File: src/rtl/msi_evq_pkg.sv
package msi_evq_pkg;
  localparam int CTRL_QEN = 0;
  localparam int CTRL_EVT = 1;
  localparam int CTRL_IEN = 11;
  localparam int CTRL_W   = 12;
  localparam logic [CTRL_W-1:0] CTRL_MASK =
    CTRL_W'((1 << CTRL_QEN) | (1 << CTRL_EVT) | (1 << CTRL_IEN));

  localparam int FLD_CTRL = 0;
  localparam int FLD_HEAD = 1;
  localparam int FLD_TAIL = 2;
  localparam int FLD_FLAG = 3;

  localparam int SINGLE_SHIFT = 2;
  localparam int MULTI_SHIFT  = 12;
  localparam int SLOT_SHIFT   = 2;

  typedef enum logic {ST_IDLE, ST_WRITE} evq_state_e;
endpackage

File: src/rtl/msi_evq_decode.sv
module msi_evq_decode
  import msi_evq_pkg::*;
#(
  parameter int NUM_GRP = 6,
  parameter int ADDR_W  = 16,
  parameter int MEM_AW  = 32,
  parameter int PTR_W   = 6,
  parameter int GRP_W   = 3
) (
  input  logic              multi_region,
  input  logic [ADDR_W-1:0] in_addr,
  output logic [GRP_W-1:0]  grp_idx,
  output logic              grp_hit,
  input  logic [MEM_AW-1:0] eq_base,
  input  logic [GRP_W-1:0]  wr_grp,
  input  logic [PTR_W-1:0]  wr_tail,
  output logic [MEM_AW-1:0] slot_addr
);
  localparam int RING_SHIFT = PTR_W + SLOT_SHIFT;

  logic [ADDR_W-1:0] sel;
  logic [MEM_AW-1:0] ring_off;

  always_comb begin
    sel     = multi_region ? (in_addr >> MULTI_SHIFT) : (in_addr >> SINGLE_SHIFT);
    grp_hit = (sel < ADDR_W'(NUM_GRP));
    grp_idx = sel[GRP_W-1:0];
  end

  always_comb begin
    ring_off  = multi_region ? (MEM_AW'(wr_grp) << MULTI_SHIFT)
                             : (MEM_AW'(wr_grp) << RING_SHIFT);
    slot_addr = eq_base + ring_off + (MEM_AW'(wr_tail) << SLOT_SHIFT);
  end
endmodule

File: src/rtl/msi_evq_ring.sv
module msi_evq_ring
  import msi_evq_pkg::*;
#(
  parameter int PTR_W = 6
) (
  input  logic              clk,
  input  logic              rst_n,
  input  logic              ctrl_we,
  input  logic [CTRL_W-1:0] ctrl_wd,
  input  logic              head_we,
  input  logic [PTR_W-1:0]  head_wd,
  input  logic              push,
  input  logic              drop_dis,
  input  logic              drop_full,
  input  logic              gate_en,
  output logic [CTRL_W-1:0] ctrl_q,
  output logic [PTR_W-1:0]  head_q,
  output logic [PTR_W-1:0]  tail_q,
  output logic              full,
  output logic              drop_flag,
  output logic              ovf_flag,
  output logic              irq
);
  logic irq_next;

  assign full = (PTR_W'(tail_q + 1'b1) == head_q);
  assign irq_next = ctrl_q[CTRL_QEN] & ctrl_q[CTRL_EVT] & ctrl_q[CTRL_IEN]
                  & gate_en & (head_q != tail_q);

  always_ff @(posedge clk) begin
    if (!rst_n) begin
      ctrl_q    <= '0;
      head_q    <= '0;
      tail_q    <= '0;
      drop_flag <= 1'b0;
      ovf_flag  <= 1'b0;
      irq       <= 1'b0;
    end else begin
      if (ctrl_we)   ctrl_q    <= ctrl_wd & CTRL_MASK;
      if (head_we)   head_q    <= head_wd;
      if (push)      tail_q    <= tail_q + 1'b1;
      if (drop_dis)  drop_flag <= 1'b1;
      if (drop_full) ovf_flag  <= 1'b1;
      irq <= irq_next;
    end
  end
endmodule

File: src/rtl/msi_evq_ctrl.sv
module msi_evq_ctrl
  import msi_evq_pkg::*;
#(
  parameter int NUM_GRP    = 6,
  parameter int ADDR_W     = 16,
  parameter int DATA_W     = 32,
  parameter int MEM_AW     = 32,
  parameter int PTR_W      = 6,
  parameter bit HAS_LEGACY = 1'b1,
  localparam int GRP_W     = (NUM_GRP > 1) ? $clog2(NUM_GRP) : 1,
  localparam int RA_W      = $clog2(NUM_GRP * 4 + 1),
  localparam int REG_W     = (NUM_GRP > CTRL_W) ? NUM_GRP : CTRL_W
) (
  input  logic               clk,
  input  logic               rst_n,
  input  logic               multi_region,
  input  logic [MEM_AW-1:0]  eq_base,
  input  logic               in_valid,
  output logic               in_ready,
  input  logic [ADDR_W-1:0]  in_addr,
  input  logic [DATA_W-1:0]  in_data,
  output logic               mem_wr_valid,
  input  logic               mem_wr_ready,
  output logic [MEM_AW-1:0]  mem_wr_addr,
  output logic [DATA_W-1:0]  mem_wr_data,
  input  logic               reg_wr,
  input  logic [RA_W-1:0]    reg_addr,
  input  logic [REG_W-1:0]   reg_wdata,
  output logic [REG_W-1:0]   reg_rdata,
  output logic [NUM_GRP-1:0] irq_o
);
  evq_state_e state;
  logic [GRP_W-1:0]  grp_q;
  logic [DATA_W-1:0] data_q;

  logic [NUM_GRP-1:0][CTRL_W-1:0] ctrl_v;
  logic [NUM_GRP-1:0][PTR_W-1:0]  head_v;
  logic [NUM_GRP-1:0][PTR_W-1:0]  tail_v;
  logic [NUM_GRP-1:0] full_v, drop_v, ovf_v;
  logic [NUM_GRP-1:0] sel_v, push_v, dis_v, fdrop_v, ins_v;
  logic [NUM_GRP-1:0] leg_q;

  logic [GRP_W-1:0]  grp_idx;
  logic              grp_hit;
  logic [PTR_W-1:0]  tail_sel;
  logic              accept, start_wr, done_wr;

  assign in_ready     = (state == ST_IDLE);
  assign accept       = in_valid & in_ready;
  assign mem_wr_valid = (state == ST_WRITE);
  assign mem_wr_data  = data_q;
  assign done_wr      = mem_wr_valid & mem_wr_ready;
  assign start_wr     = |ins_v;

  msi_evq_decode #(
    .NUM_GRP(NUM_GRP), .ADDR_W(ADDR_W), .MEM_AW(MEM_AW),
    .PTR_W(PTR_W), .GRP_W(GRP_W)
  ) u_dec (
    .multi_region(multi_region),
    .in_addr     (in_addr),
    .grp_idx     (grp_idx),
    .grp_hit     (grp_hit),
    .eq_base     (eq_base),
    .wr_grp      (grp_q),
    .wr_tail     (tail_sel),
    .slot_addr   (mem_wr_addr)
  );

  always_comb begin
    tail_sel = '0;
    for (int g = 0; g < NUM_GRP; g++) begin
      if (grp_q == GRP_W'(g)) tail_sel = tail_v[g];
    end
  end

  for (genvar g = 0; g < NUM_GRP; g++) begin : g_ring
    logic ctrl_we, head_we;
    assign sel_v[g]   = accept & grp_hit & (grp_idx == GRP_W'(g));
    assign dis_v[g]   = sel_v[g] & ~ctrl_v[g][CTRL_QEN];
    assign fdrop_v[g] = sel_v[g] &  ctrl_v[g][CTRL_QEN] & full_v[g];
    assign ins_v[g]   = sel_v[g] &  ctrl_v[g][CTRL_QEN] & ~full_v[g];
    assign push_v[g]  = done_wr & (grp_q == GRP_W'(g));
    assign ctrl_we    = reg_wr & (reg_addr == RA_W'(4 * g + FLD_CTRL));
    assign head_we    = reg_wr & (reg_addr == RA_W'(4 * g + FLD_HEAD));

    msi_evq_ring #(.PTR_W(PTR_W)) u_ring (
      .clk      (clk),
      .rst_n    (rst_n),
      .ctrl_we  (ctrl_we),
      .ctrl_wd  (reg_wdata[CTRL_W-1:0]),
      .head_we  (head_we),
      .head_wd  (reg_wdata[PTR_W-1:0]),
      .push     (push_v[g]),
      .drop_dis (dis_v[g]),
      .drop_full(fdrop_v[g]),
      .gate_en  (leg_q[g]),
      .ctrl_q   (ctrl_v[g]),
      .head_q   (head_v[g]),
      .tail_q   (tail_v[g]),
      .full     (full_v[g]),
      .drop_flag(drop_v[g]),
      .ovf_flag (ovf_v[g]),
      .irq      (irq_o[g])
    );
  end

  if (HAS_LEGACY) begin : g_leg
    always_ff @(posedge clk) begin
      if (!rst_n) leg_q <= '0;
      else if (reg_wr && reg_addr == RA_W'(4 * NUM_GRP)) leg_q <= reg_wdata[NUM_GRP-1:0];
    end
  end else begin : g_noleg
    assign leg_q = '1;
  end

  always_ff @(posedge clk) begin
    if (!rst_n) begin
      state  <= ST_IDLE;
      grp_q  <= '0;
      data_q <= '0;
    end else begin
      case (state)
        ST_IDLE: if (start_wr) begin
          state  <= ST_WRITE;
          grp_q  <= grp_idx;
          data_q <= in_data;
        end
        ST_WRITE: if (mem_wr_ready) state <= ST_IDLE;
        default: state <= ST_IDLE;
      endcase
    end
  end

  always_comb begin
    reg_rdata = '0;
    for (int g = 0; g < NUM_GRP; g++) begin
      if (reg_addr == RA_W'(4 * g + FLD_CTRL)) reg_rdata = REG_W'(ctrl_v[g]);
      if (reg_addr == RA_W'(4 * g + FLD_HEAD)) reg_rdata = REG_W'(head_v[g]);
      if (reg_addr == RA_W'(4 * g + FLD_TAIL)) reg_rdata = REG_W'(tail_v[g]);
      if (reg_addr == RA_W'(4 * g + FLD_FLAG)) reg_rdata = REG_W'({ovf_v[g], drop_v[g]});
    end
    if (HAS_LEGACY && reg_addr == RA_W'(4 * NUM_GRP)) reg_rdata = REG_W'(leg_q);
  end
endmodule

File: config.mk
export PLATFORM = sky130hd
export DESIGN_NAME = msi_evq_ctrl
export DESIGN_NICKNAME = d
export VERILOG_FILES = /design/src/rtl/msi_evq_pkg.sv /design/src/rtl/msi_evq_decode.sv /design/src/rtl/msi_evq_ring.sv /design/src/rtl/msi_evq_ctrl.sv
export SDC_FILE = /design/constraint.sdc
export NUM_CORES = 1
export LEC_CHECK = 0
export ABC_AREA = 1
export BUFFER_PORTS_ARGS = -buffer_cell sky130_fd_sc_hd__buf_2
export CAP_MARGIN = 5
export CORE_ASPECT_RATIO = 0.8
export CORE_MARGIN = 10
export CORE_UTILIZATION = 56
export CTS_CLUSTER_DIAMETER = 40
export DETAILED_ROUTE_END_ITERATION = 8
export PLACE_DENSITY_LB_ADDON = 0.1
export SLEW_MARGIN = 20
export SYNTH_ARGS = -nofsm -noshare
export SYNTH_HDL_FRONTEND = slang
export SYNTH_SLANG_ARGS = --single-unit
File: constraint.sdc
create_clock -name clk -period 5.2 [get_ports clk]
set_input_delay 0.78 -clock clk [delete_from_list [all_inputs] [get_ports clk]]
set_output_delay 0.78 -clock clk [all_outputs]
set_load 0.05 [all_outputs]
== After elaboration in Yosys (flattened, before gate mapping) ==
Index checks and enable logic that the tools add are counted.

* Flip-flop bits (word level): 150
* Input port bits: 103
* Output and inout bits: 84

* $add $sub $neg: 8
* $lt $le $gt $ge: 1
* Eq/ne operators: 46
* Mux-type cells: 36
* Bitwise gates (word level): 88
* Reduce and logical (&&, ||, !) cells: 6

{| class="wikitable"
|+ Operator list
! kind !! count
|-
| $mux 12 || 25
|-
| $and 1x1->1 || 75
|-
| $eq 5x5->1 const B || 9
|-
| $eq 5x4->1 const B || 8
|-
| $add 6x1->6 const B || 6
|-
| $eq 6x6->1 || 6
|-
| $mux 6 || 6
|-
| $ne 6x6->1 || 6
|-
| $add 32x32->32 || 1
|-
| $add 32x8->32 || 1
|-
| $eq 5x3->1 const B || 4
|-
| $lt 16x3->1 const B || 1
|-
| $mux 15 || 1
|-
| $mux 14 || 1
|-
| $not 1->1 || 13
|-
| $eq 3x2->1 const B || 4
|-
| $eq 3x3->1 const B || 4
|-
| $eq 5x2->1 const B || 2
|-
| $eq 3x1->1 const B || 2
|-
| $logic_not 3->1 || 2
|-
| $reduce_or 6->1 || 1
|-
| $eq 5x1->1 const B || 1
|-
| $logic_not 5->1 || 1
|-
| $mux 1 || 2
|-
| other kinds (3) || 3
|}

== Depth between registers and ports, before layout ==
* Depth in word-level cells: 26
* Gate-level depth with buffers: 19
* Gate-level depth less buffers: 19

== Cells and area by module ==
A second synthesis with hierarchy kept.

* Cells, all modules: 1789
* Area total of the unflattened synthesis: 10820.4 um2

{| class="wikitable"
|+ By module, submodules not included
! module !! instances !! cells each !! area an instance (um2) !! sequential area each (um2)
|-
| msi_evq_ring || 6 || 137 || 925.9 || 360.3
|-
| msi_evq_ctrl || 1 || 627 || 3613.5 || 840.8
|-
| msi_evq_decode || 1 || 340 || 1651.6 || 0.0
|}

== Worst setup path after synthesis ==
OpenSTA, ideal clock, no wires.

* Path kind: reg2out
* From: reg grp_q[2]
* To: out mem_wr_addr[30]
* Data arrival time: 3960 ps
* Setup slack: 460 ps
* Cell stages (with the launch flop): 19
* Cells stage by stage: dfxtp_1 nor2_1 inv_1 nor2_1 clkbuf_1 a221oi_1 a21oi_1 a21oi_1 a21oi_1 fa_1 a31oi_1 o21ai_0 a21boi_0 o21ai_0 a22o_1 nand2_1 nor2_1 nand2_1 xnor2_1

* Longest elaborated chain between the ends: 8
* Elaborated cells between the ends (all ways): 15
* Classes of those cells: 2 x add/sub; 5 x eq/ne; 7 x mux; 1 x reduce/logical

{| class="wikitable"
|+ RTL lines
! element !! line !! text
|-
| start: declaration || msi_evq_ctrl.sv:33 || <nowiki>logic [GRP_W-1:0] grp_q;</nowiki>
|-
| start signal: assignment || msi_evq_ctrl.sv:125 || <nowiki>grp_q <= grp_idx;</nowiki>
|-
| parallel branches: the longest is 7 deep, another holds $add 32x32->32 || - ||
|-
| $add 32x8->32 (*) || msi_evq_decode.sv:33 || <nowiki>slot_addr = eq_base + ring_off + (MEM_AW'(wr_tail) << SLOT_SHIFT);</nowiki>
|-
| end: declaration || msi_evq_ctrl.sv:24 || <nowiki>output logic [MEM_AW-1:0] mem_wr_addr,</nowiki>
|}

Every way passes the cells marked *.

== Worst setup path after layout ==
* From: reg grp_q[2]
* To: out mem_wr_addr[22]

Same word-level chain as after synthesis.

==> metrics.txt <==
Leakage 4.46 nW; distinct cell type count of the synthesized netlist 54; synthesized instance count 1293; VDD IR-drop max 242 µV; number of slew-limit violations in the final report 0; launching element type of the critical path register; DIE AREA 0.0214 mm²; Fmax 0.206 GHz; Data required, critical path 4420 ps; number of inserted diodes 0; count of flip-flops with a built-in enable after synthesis 0; total chip power 2.63 mW; horizontal die dimension 161 µm; Avg Synthesized Cell Area 6.89 µm²; number of maximum-capacitance constraint violations 0; WL final 28.4 mm; arrival time at the worst endpoint 4090 ps; sequential share of the synthesized area 33.7%; class of the most critical setup path reg2out; post-DR wirelength/cell 17.0 µm; initial drt markers 1138; root buffer selected by CTS sky130_fd_sc_hd__clkbuf_16; ys async rst share 0%; total global routing track utilization 25.8%; Yosys Warn Count 0; ratio of cells with drive above 1 in the final layout 16.2%; Most Frequent Cell on Critical Path sky130_fd_sc_hd__a21oi_1; most common cell after layout, fill and taps aside sky130_fd_sc_hd__nand2_1; crit end category output pin; via count of the first global-routing pass 8486; class of the most critical hold timing path reg2reg; synthesized area 0.00891 mm²; effective utilization at floorplan 56.8%; most instantiated flip-flop cell in the synthesis netlist sky130_fd_sc_hd__dfxtp_1; minimum setup slack among reg-to-reg paths 1730 ps; filler cell count in the final layout 1471; Via Count 9272; global route overflow 0; highest cell delay on the worst timing path 430 ps; Critical Path Fanout Max 12; number of I/O port buffers 170; number of nets in the layout 1564; period utilisation layout 93.6%; Least-Margin Pin Slew 1410 ps; total power per unit cell area 253 mW/mm²; outcome completed; number of antenna violations at the first check in global routing 0; clock latency of the later-clocked register in the worst-skew pair 440 ps; post-CTS clock slew at the launch and capture registers of the worst setup and hold paths 70 ps; Worst Clk Skew 13.2 ps; most frequent cells in the layout sky130_fd_sc_hd__nand2_1, sky130_fd_sc_hd__buf_2, sky130_fd_sc_hd__nor2_1, sky130_fd_sc_hd__dfxtp_1, sky130_fd_sc_hd__a21oi_1; highest-delay cell along the critical path sky130_fd_sc_hd__dfxtp_1; via density per instance 5.55; number of buffers and inverters on the critical path 3; CP cell instances nor2_2, inv_1, nor2_1, buf_4, a221oi_1, a21oi_1, a21oi_1, a21oi_1, ha_1, fa_1, a31oi_1, o21ai_1, a21boi_1, o21ai_1, a22o_1, nand2_1, nor2_1, nand2_1, xnor2_1, buf_2; final count of negative-setup-slack endpoints 0; flops & latches, synth 150; hold violation total from the final report 0; TritonCTS Buffers 17; Site Rows 41; critical path's top delay family compound AO/OA/AOI/OAI gates; dpl hpwl 21.7 mm; number of setup buffers added after CTS 0; H-tree level count 4; wire length of the first global-routing pass 45.1 mm; number of sinks driven by the clock tree 150; Worst slew margin 3.27%; largest net degree at the start of global routing 76; number of placed I/O pins 187; RSZ-0062 raised after global routing false; crit path time final 4870 ps; height of the die 133 µm; clock tree from TritonCTS built; setup_tns 0 ps; synthesis-to-layout area growth 16.4%; First-pass DRT Iterations 5; remaining design rule violation count 0; placeable core region 0.0157 mm²; antenna viol nets, final 0; routability congestion estimate 0.949; maximum number of buffers from clock root to sink 2
[worst min-delay path, cell delays in order (launching register included)]
cell and delay [ps]:
sky130_fd_sc_hd__dfxtp_1 300, sky130_fd_sc_hd__inv_1 60, sky130_fd_sc_hd__a21oi_1 60
[cell usage after synthesis (all sizes together), types with 5 or more instances]
| cell | n | area, µm² |
|---|---|---|
| a211oi | 5 | 42.5 |
| a21oi | 144 | 732 |
| a221oi | 9 | 78.8 |
| buf | 25 | 196 |
| clkbuf | 24 | 90.1 |
| dfxtp | 150 | 3000 |
| ha | 18 | 225 |
| inv | 148 | 556 |
| nand2 | 203 | 786 |
| nand3 | 77 | 390 |
| nand4 | 28 | 175 |
| nor2 | 165 | 637 |
| nor3 | 37 | 201 |
| nor4 | 7 | 50.1 |
| o211ai | 9 | 67.6 |
| o21ai | 103 | 523 |
| o22ai | 16 | 100 |
| xnor2 | 40 | 350 |
| xor2 | 46 | 403 |
[timing repair]
item | 4_1_cts | 5_1_grt
resized for setup | 1 | 5
hold buffers | 0 | 0
setup endpoints to repair | 3 | 7
[per-stage QoR]
step | utilization [%] | cell area [µm²] | cells | hold WS (ps) | setup slack [ps]
2_1_floorplan | - | 8930 | 1297 | 436 | 460
3_3_place_gp | 62.4 | 9800 | 1638 | 445 | 486
3_5_place_dp | 62.4 | 9800 | 1638 | 449 | 384
4_1_cts | 66.1 | 10400 | 1670 | 460 | 28.3
5_1_grt | 66.1 | 10400 | 1670 | 492 | 44.0
6_report | 66.1 | 10400 | 1670 | 464 | 334
[area by class of cell]
type                    instances  area [µm²]  share of cell area [%]
multi-input cells             949        5090                    49.1
flip-flops and latches        150        3000                    28.9
repair buffers                175         888                    8.56
inverters                     149         559                    5.39
clock buffers                  17         425                    4.10
well taps                     215         269                    2.59
clock inverters                15         141                    1.36
[state kept, by name, summed over array words and instances (netlist names)]
register and flops:
g_ring.u_ring.head_q 36, g_ring.u_ring.tail_q 36, mem_wr_data 32, g_ring.u_ring.ctrl_q 18, g_ring.u_ring.drop_flag 6, g_ring.u_ring.irq 6
g_ring.u_ring.ovf_flag 6, leg_q 6, grp_q 3, mem_wr_valid 1
[where the power goes]
part,switching (mW),leakage [nW],internal [mW]
clock network,0.565,0.274,0.631
logic,0.196,2.97,0.0740
registers,0.00603,1.21,1.15
total,0.767,4.46,1.86
[routing by layer]
metal	up-vias	GRT usage, %	share of wire (%)	routed length (µm)
met1	4186	36.5	46	13000
met2	409	38.1	43	12200
met5	-	0	0	0
li1	4632	-	-	-
met4	0	6.51	1.6	457
met3	45	6.39	9.9	2800
[path summary, 6_finish.rpt]
| kind | cells past startpoint | to | start |
|---|---|---|---|
| setup / recovery | 20 | mem_wr_addr[22] | grp_q[2] |
| setup reg to reg | 11 | grp_q[0] | g_ring[5].u_ring.tail_q[0] |
| hold reg to reg | 2 | g_ring[1].u_ring.drop_flag | g_ring[1].u_ring.drop_flag |
| hold / removal | 2 | g_ring[1].u_ring.drop_flag | g_ring[1].u_ring.drop_flag |
[cell families after synthesis]
group / share of synthesized area (%)
other: 0.0421
adder cells (fa/ha/maj): 2.75
flip-flops: 33.7
XOR/XNOR: 8.45
AO/OA/AOI/OAI: 19.7
buffers and inverters: 9.49
AND/OR/NAND/NOR: 25.8
Note: power is estimated with default switching activity, not from simulation.
